`src/rtl/mulacc_pkg.sv`:
```
package mulacc_pkg;

  // Operation code equals the low two bits of the operand-1 word address.
  typedef enum logic [1:0] {
    OP_MPYU = 2'd0,
    OP_MPYS = 2'd1,
    OP_MACU = 2'd2,
    OP_MACS = 2'd3
  } mac_op_e;

  localparam int unsigned NSLOT     = 8;
  localparam int unsigned SLOT_OP2  = 4;
  localparam int unsigned SLOT_RLO  = 5;
  localparam int unsigned SLOT_RHI  = 6;
  localparam int unsigned SLOT_EXT  = 7;

  function automatic logic op_signed(mac_op_e op);
    return op[0];
  endfunction

  function automatic logic op_accum(mac_op_e op);
    return op[1];
  endfunction

endpackage

```
`src/rtl/mulacc_decode.sv`:
```
module mulacc_decode #(
  parameter int unsigned ADDR_W = 4
) (
  input  logic [ADDR_W-1:0]              addr,
  input  logic                           we,
  output logic [mulacc_pkg::NSLOT-1:0]   rd_hit,
  output logic [mulacc_pkg::NSLOT-1:0]   wr_hit
);
  localparam int unsigned NS = mulacc_pkg::NSLOT;

  for (genvar g = 0; g < NS; g++) begin : g_slot
    assign rd_hit[g] = (addr == ADDR_W'(g));
    assign wr_hit[g] = rd_hit[g] & we;
  end

endmodule

```
`src/rtl/mulacc_opext.sv`:
```
module mulacc_opext #(
  parameter int unsigned DATA_W = 16
) (
  input  logic [DATA_W-1:0] raw,
  input  logic              byte_en,
  input  logic              sign_en,
  output logic [DATA_W-1:0] wide
);
  localparam int unsigned BYTE_W = DATA_W / 2;

  logic fill;

  always_comb begin
    fill = sign_en & raw[BYTE_W-1];
    if (byte_en) wide = {{(DATA_W-BYTE_W){fill}}, raw[BYTE_W-1:0]};
    else         wide = raw;
  end

endmodule

```
`src/rtl/mulacc_arith.sv`:
```
module mulacc_arith #(
  parameter int unsigned DATA_W = 16
) (
  input  logic [DATA_W-1:0]     op_a,
  input  logic [DATA_W-1:0]     op_b,
  input  mulacc_pkg::mac_op_e   op,
  input  logic [2*DATA_W-1:0]   acc_in,
  output logic [2*DATA_W-1:0]   res_out,
  output logic [DATA_W-1:0]     ext_out
);
  import mulacc_pkg::*;

  localparam int unsigned RES_W = 2 * DATA_W;

  logic             sgn;
  logic [RES_W-1:0] a_x;
  logic [RES_W-1:0] b_x;
  logic [RES_W-1:0] prod;
  logic [RES_W:0]   sum;

  always_comb begin
    sgn  = op_signed(op);
    // Widening to RES_W before the multiply makes the truncated product
    // correct for both two's-complement and unsigned operands.
    a_x  = {{DATA_W{sgn & op_a[DATA_W-1]}}, op_a};
    b_x  = {{DATA_W{sgn & op_b[DATA_W-1]}}, op_b};
    prod = a_x * b_x;
    sum  = {1'b0, acc_in} + {1'b0, prod};

    unique case (op)
      OP_MPYU: begin
        res_out = prod;
        ext_out = '0;
      end
      OP_MPYS: begin
        res_out = prod;
        ext_out = {DATA_W{prod[RES_W-1]}};
      end
      OP_MACU: begin
        res_out = sum[RES_W-1:0];
        ext_out = DATA_W'(sum[RES_W]);
      end
      default: begin
        res_out = sum[RES_W-1:0];
        ext_out = {DATA_W{sum[RES_W-1]}};
      end
    endcase
  end

endmodule

```
`src/rtl/mulacc_unit.sv`:
```
module mulacc_unit #(
  parameter int unsigned ADDR_W = 4,
  parameter int unsigned DATA_W = 16
) (
  input  logic              clk,
  input  logic              rst_n,
  input  logic [ADDR_W-1:0] bus_addr,
  input  logic              bus_we,
  input  logic              bus_byte,
  input  logic [DATA_W-1:0] bus_wdata,
  output logic [DATA_W-1:0] bus_rdata
);
  import mulacc_pkg::*;

  localparam int unsigned RES_W = 2 * DATA_W;

  // reset synchronizer: assert asynchronously, release on the clock
  logic rst_meta;
  logic rst_live;

  always_ff @(posedge clk or negedge rst_n) begin
    if (!rst_n) begin
      rst_meta <= 1'b0;
      rst_live <= 1'b0;
    end else begin
      rst_meta <= 1'b1;
      rst_live <= rst_meta;
    end
  end

  logic [NSLOT-1:0] rd_hit;
  logic [NSLOT-1:0] wr_hit;

  mulacc_decode #(.ADDR_W(ADDR_W)) u_dec (
    .addr   (bus_addr),
    .we     (bus_we),
    .rd_hit (rd_hit),
    .wr_hit (wr_hit)
  );

  // state
  logic [DATA_W-1:0] op1_q, op1_d;
  logic [DATA_W-1:0] op2_q, op2_d;
  mac_op_e           mode_q, mode_d;
  logic [RES_W-1:0]  res_q, res_d;
  logic [DATA_W-1:0] ext_q, ext_d;

  mac_op_e           new_op;
  logic              op1_wr;
  logic [DATA_W-1:0] op1_wval;
  logic [DATA_W-1:0] op2_wval;
  logic [DATA_W-1:0] plain_wval;
  logic [RES_W-1:0]  calc_res;
  logic [DATA_W-1:0] calc_ext;
  logic              upd_en;

  assign new_op = mac_op_e'(bus_addr[1:0]);
  assign op1_wr = |wr_hit[3:0];
  assign upd_en = bus_we;

  mulacc_opext #(.DATA_W(DATA_W)) u_ext_a (
    .raw     (bus_wdata),
    .byte_en (bus_byte),
    .sign_en (op_signed(new_op)),
    .wide    (op1_wval)
  );

  mulacc_opext #(.DATA_W(DATA_W)) u_ext_b (
    .raw     (bus_wdata),
    .byte_en (bus_byte),
    .sign_en (op_signed(mode_q)),
    .wide    (op2_wval)
  );

  mulacc_opext #(.DATA_W(DATA_W)) u_ext_r (
    .raw     (bus_wdata),
    .byte_en (bus_byte),
    .sign_en (1'b0),
    .wide    (plain_wval)
  );

  mulacc_arith #(.DATA_W(DATA_W)) u_arith (
    .op_a    (op1_q),
    .op_b    (op2_wval),
    .op      (mode_q),
    .acc_in  (res_q),
    .res_out (calc_res),
    .ext_out (calc_ext)
  );

  // next state
  always_comb begin
    op1_d  = op1_q;
    mode_d = mode_q;
    op2_d  = op2_q;
    res_d  = res_q;
    ext_d  = ext_q;
    if (op1_wr) begin
      op1_d  = op1_wval;
      mode_d = new_op;
    end
    if (wr_hit[SLOT_OP2]) begin
      op2_d = op2_wval;
      res_d = calc_res;
      ext_d = calc_ext;
    end
    if (wr_hit[SLOT_RLO]) res_d = {res_q[RES_W-1:DATA_W], plain_wval};
    if (wr_hit[SLOT_RHI]) res_d = {plain_wval, res_q[DATA_W-1:0]};
    if (wr_hit[SLOT_EXT]) ext_d = plain_wval;
  end

  // registers
  always_ff @(posedge clk or negedge rst_live) begin
    if (!rst_live) begin
      op1_q  <= '0;
      op2_q  <= '0;
      mode_q <= OP_MPYU;
      res_q  <= '0;
      ext_q  <= '0;
    end else if (upd_en) begin
      op1_q  <= op1_d;
      op2_q  <= op2_d;
      mode_q <= mode_d;
      res_q  <= res_d;
      ext_q  <= ext_d;
    end
  end

  // read path, no added latency
  always_comb begin
    bus_rdata = '0;
    if (|rd_hit[3:0])       bus_rdata = op1_q;
    if (rd_hit[SLOT_OP2])   bus_rdata = op2_q;
    if (rd_hit[SLOT_RLO])   bus_rdata = res_q[DATA_W-1:0];
    if (rd_hit[SLOT_RHI])   bus_rdata = res_q[RES_W-1:DATA_W];
    if (rd_hit[SLOT_EXT])   bus_rdata = ext_q;
  end

endmodule

```
`config.mk`:
```
export PLATFORM = sky130hd
export DESIGN_NAME = mulacc_unit
export DESIGN_NICKNAME = d
export VERILOG_FILES = /design/src/rtl/mulacc_pkg.sv /design/src/rtl/mulacc_decode.sv /design/src/rtl/mulacc_opext.sv /design/src/rtl/mulacc_arith.sv /design/src/rtl/mulacc_unit.sv
export SDC_FILE = /design/constraint.sdc
export NUM_CORES = 1
export LEC_CHECK = 0
export ABC_AREA = 0
export CORE_UTILIZATION = 60
export CTS_BUF_LIST = sky130_fd_sc_hd__clkbuf_16
export CTS_CLUSTER_DIAMETER = 200
export DETAILED_ROUTE_END_ITERATION = 12
export HOLD_SLACK_MARGIN = 0.06
export PLACE_DENSITY_LB_ADDON = 0.1
export SLEW_MARGIN = 20
export SYNTH_ARGS = -nofsm -noshare
export SYNTH_HDL_FRONTEND = slang
export SYNTH_SLANG_ARGS = --single-unit
export TNS_END_PERCENT = 1
```
`constraint.sdc`:
```
create_clock -name clk -period 2.7 [get_ports clk]
set_input_delay 0.27 -clock clk [delete_from_list [all_inputs] [get_ports clk]]
set_output_delay 0.27 -clock clk [all_outputs]
set_load 0.01 [all_outputs]
```
# == After elaboration in Yosys (flattened, before gate mapping) ==
# Cells that the tools add are included.
# totals
reg_bits,84
memories,0
mem_bits_rw,0
latch_bits,0
inputBits,24
rom_bits,0
# classes
bitwise_logic,13
shifts,0
mul,1
order_cmp,0
n_reduce_logical,13
n_eq_ne,10
add_sub_neg,1
div,0
n_mux,15
# op_table
op,n
$mux 16,10
$mux 32,4
$pmux 16 s3,1
$add 32x32->33,1
$mul 17x17->32,1
$eq 4x3->1 const B,4
$and 1x1->1,12
$eq 4x2->1 const B,2
$reduce_or 4->1,2
$reduce_and 2->1,3
$reduce_and 3->1,2
$reduce_bool 2->1,3
$eq 4x1->1 const B,1
$logic_not 4->1,1
$eq 2x1->1 const B,1
$eq 2x2->1 const B,1
$logic_not 2->1,1
$ne 2x1->1 const B,1
$reduce_or 2->1,1
$not 1->1,1

# == Depth between registers and ports, before layout ==
# depth
ltp_word,9
mapped_depth,36
ltp_nobuf,31

# == By module ==
# Synthesis repeated with hierarchy kept, for this count alone.
# unflattened
hier_cells,1953
hier_area_um2,17539.3
# by_module_without_submodules
mod,cells_each,area_each_um2,n_inst,seq_area_each_um2
mulacc_arith,1453,12528.3,1,0.0
mulacc_unit,403,4471.8,1,2102.0
mulacc_opext,25,140.1,3,0.0
mulacc_decode,22,118.9,1,0.0

# == Worst setup path before layout ==
# Ideal clock, no wire load.
# synth_path
path_kind,register to register
start,reg mode_q[0]
end,reg ext_q[10]
setup_slack_ns,-5.902
synth_period_minus_slack_ns,8.602
arrival_time_ns,8.535
t_required_ns,2.633
setup_time_ns,0.067
path_stages_with_launch,34
path_cell_list,dfrtp_1 > clkdlybuf4s50_2 > nand3_1 > nand2_1 > clkbuf_1 > nand2_1 > fa_1 > inv_1 > fa_1 > fa_1 > fa_1 > fa_1 > inv_1 > fa_1 > inv_1 > ha_1 > clkbuf_1 > a21o_1 > a211oi_1 > a21oi_1 > nand2b_1 > xnor2_1 > inv_1 > ha_1 > a21o_1 > a21o_1 > a221o_1 > a221oi_2 > a211oi_1 > o21a_1 > or4_4 > buf_6 > buf_12 > nand3_2
# synth_via
elab_chain_cells,8
elab_cells_between_ends,12
cone_classes,add/sub: 1; mul: 1; eq/ne: 2; mux: 4; bitwise: 3; reduce/logical: 1
# synth_lines
item,line_no,source
start: declaration,mulacc_unit.sv:44,"mac_op_e mode_q, mode_d;"
start signal: assignment,mulacc_unit.sv:123,mode_q <= mode_d;
$and 1x1->1,mulacc_opext.sv:14,fill = sign_en & raw[BYTE_W-1];
$mux 16,mulacc_opext.sv:15,"if (byte_en) wide = {{(DATA_W-BYTE_W){fill}}, raw[BYTE_W-1:0]};"
$and 1x1->1,mulacc_arith.sv:26,"b_x = {{DATA_W{sgn & op_b[DATA_W-1]}}, op_b};"
$mul 17x17->32,mulacc_arith.sv:27,prod = a_x * b_x;
$add 32x32->33,mulacc_arith.sv:28,"sum = {1'b0, acc_in} + {1'b0, prod};"
$pmux 16 s3 *,mulacc_arith.sv:30,unique case (op)
$mux 16 *,mulacc_unit.sv:102,if (wr_hit[SLOT_OP2]) begin
$mux 16 *,mulacc_unit.sv:109,if (wr_hit[SLOT_EXT]) ext_d = plain_wval;
end signal: assignment,mulacc_unit.sv:125,ext_q <= ext_d;
end: declaration,mulacc_unit.sv:46,"logic [DATA_W-1:0] ext_q, ext_d;"
# Mark *: on every way between the ends. The rest lies on a longest branch, timed or not. The select of a mux whose other input is x is not followed.
# A chain may end at the register's enable or synchronous reset.

# == Final worst setup path ==
# layout_path
start,in bus_wdata[3]
end,reg ext_q[0]
# layout_via
elab_chain_cells,6
# layout_lines
item,line_no,source
start: declaration,mulacc_unit.sv:10,"input logic [DATA_W-1:0] bus_wdata,"
$mux 16 *,mulacc_opext.sv:15,
$mul 17x17->32 *,mulacc_arith.sv:27,
$add 32x32->33,mulacc_arith.sv:28,
$pmux 16 s3 *,mulacc_arith.sv:30,
$mux 16 *,mulacc_unit.sv:102,
$mux 16 *,mulacc_unit.sv:109,
# Marked as above.

==> results.cfg <==
[cts]
cts.sink_count = 84
tritoncts = built
root_buffer = clkbuf_16
clock_latency_ns = 0.36
htreeDepth = 3
cts_made_buffers = 9
clockBufferDepth = 2
postCtsHoldBufs = 0
clk_pin_slew_ns = 0.07

[finish]
final_common_cell = buf_4
area_growth_pct = 28.2
layout_common_cells = 353 x buf_4, 309 x inv_1, 277 x fa_1, 261 x nand2_1, 123 x and2_1
final_cells = 2633
drive_above_1_share_pct = 25.8
postLayoutCellArea_mm2 = 0.0214
fin_nets = 2678

[setup_path]
crit_slowest_cell = or4_4
rrSetupSlack_ns = -5.19
rr_startpoint = mode_q[0]
worstSetupEndpointType = flip-flop
r2r_cells = 30
crit_top_cell = fa_1
required_ns = 3.00
cp_max_fo = 8
criticalPathCategory = in -> reg
slowest_delay_ns = 0.60
startpoint = bus_wdata[3]
crit_path_end = ext_q[0]
cp-start-kind = input port
crit_arrival_ns = 8.19
reg2reg_to = ext_q[0]

[yosys]
synth-seq-area-share_pct = 12.6
syn-num-nets = 2359
synth_top_family_by_area = adder cells
synth-compound-area-share_pct = 12.9
async_flop_share_pct = 100
syn_area_per_cell_um2 = 8.64
synth_xor_area_share_pct = 3.09
synth-simple-area-share_pct = 17.4
synthAdderAreaFrac_pct = 42.7
synthFlopType = dfrtp_1
yosysWarnings = 0
synth-edff-count = 0
synth_cells = 1935
syn_area_mm2 = 0.0167
ys_ff_latch = 84
synthMuxAreaShare_pct = 1.68
synth_cell_types = 79

[route]
route.vias.total = 15300
wl_met1_um = 21800
highest_layer = met5
wl_um = 54400
first_pass_iters = 5
post_drt_wl_per_cell_um = 20.6
initialDrtViolationCount = 1328
ant_nets = 0
routed_via_density = 5.83
drc = 0
met2_wirelength_um = 25900
wl_met3_um = 4700

[sta]
fin_setup_tns_ns = -193.15
setup_viol = 46
period_needed_ns = 7.89
timing.fmax_mhz = 127
slew_headroom_pct = 37.4
hold_violations = 0
maxSlewViolCount = 0
fin_crit_sh_pct = 292
fin_skew_ns = 0.00625
worst_slew_pin_slew_ns = 0.935
rsz0062_at_grt = true
fin_ws_ns = -5.19

[grt]
grt_max_degree = 36
grt_pass1_vias = 15900
antenna_found_initial = 2
gr-total-overflow = 0
grt_pass1_wl_um = 85100
grtUsageTotal_pct = 39.3

[placement]
hpwlAfterDp_um = 44200
gp_congestion = 1.00
post_dp_cell_area_mm2 = 0.0201
dp_cells = 2604
io_buffer_count = 39
pre_cts_ws_ns = -5.81

[worst_hold_path]
hold_class = in -> async

[floorplan]
dieArea_mm2 = 0.0285
ioPinCount = 40
die_y_um = 169
core_area_mm2 = 0.0271
die_w_um = 169
rows = 60
initial_core_util_pct = 61.7

[flow_run]
drv_cap = 0

[run_status]
violations = setup timing
status = finished with violations
[routing by layer]
layer	vias up	global-route usage [%]
li1	6797	-
met1	7734	53.3
met2	680	63.7
met3	125	7.13
met4	2	13.5
met5	-	0
[cell families (layout without fill, tap and decap cells)]
group | count (synthesis) | count (layout)
AO/OA/AOI/OAI | 338 | 338
XOR/XNOR | 59 | 59
adder cells (fa/ha/maj) | 400 | 400
buffers and inverters | 421 | 744
flip-flops | 84 | 84
multiplexers | 26 | 26
other | 1 | 3
AND/OR/NAND/NOR | 606 | 607
[registers in the layout (all words and copies together) (netlist names)]
register / count
ext_q: 16
res_q: 32
mode_q: 2
op1_q: 16
rst_meta: 1
rst_live: 1
op2_q: 16
[cell type report]
class | count | area [um2]
Clock buffer | 9 | 225
Tap cell | 372 | 465
Clock inverter | 7 | 57.6
Timing Repair Buffer | 417 | 3480
Antenna cell | 2 | 5.00
Multi-Input combinational cell | 1431 | 13900
Fill cell | 1876 | 5680
Sequential cell | 84 | 2110
Inverter | 311 | 1170
[worst max-delay path: cells and delay by family]
family	cells	cell delay, ns
buf+inv	11	1.61
compound gates	4	1.08
xor+xnor	1	0.14
fa+ha+maj	8	3.73
simple gates	7	1.34
[synth_stat cells (all sizes together) (2+ instances only)]
master,count,area [um2]
o31a,2,18.8
or3,6,37.5
a2111o,2,22.5
nand2b,16,100
nand4,7,43.8
a31oi,15,93.8
a22o,2,17.5
mux2,16,180
o22a,9,78.8
a221oi,11,103
a32oi,2,17.5
nor3b,2,15.0
ha,117,1460
buf,7,55.1
a311oi,3,26.3
nor2,90,340
a211o,2,17.5
o211ai,7,57.6
a211oi,12,90.1
o21bai,10,75.1
o311ai,2,17.5
nand2,267,1000
and3,13,82.6
clkbuf,102,383
dfrtp,84,2100
o2111ai,2,17.5
a21oi,112,564
or2,11,68.8
o21a,8,60.1
nor2b,10,62.6
o31ai,4,35.0
xor2,17,149
o21ai,75,379
a22oi,18,135
fa,283,5670
a221o,3,30.0
o22ai,5,31.3
nor3,14,70.1
and2,127,795
inv,311,1170
a21o,21,160
mux2i,10,100
nand3,36,230
xnor2,42,368
[repair_timing]
item,4_1_cts,5_1_grt
pin swaps,38,36
endpoints found under the setup margin,58,56
gates resized for setup,107,79
cloned,1,0
buffers inserted,7,3
[worst min path at each step]
stage / to / cells past startpoint
finish: rst_live / 1
detailed placement: ext_q[13] / 0
global route: rst_live / 1
floorplan: rst_live / 0
global placement: ext_q[13] / 0
CTS: rst_live / 1
[stage by stage]
stage | hold slack (ns) | util [%]
after floorplan | -0.0256 | -
after global placement | 0.309 | 74.3
after detailed placement | 0.319 | 74.3
after CTS | 0.0660 | 77.4
after global routing | 0.0715 | 79.0
final | 0.0713 | 79.1
Power is left out: the tool's default activity adds up to more than one toggle a clock period on the data nets, which glitch-free logic cannot reach.
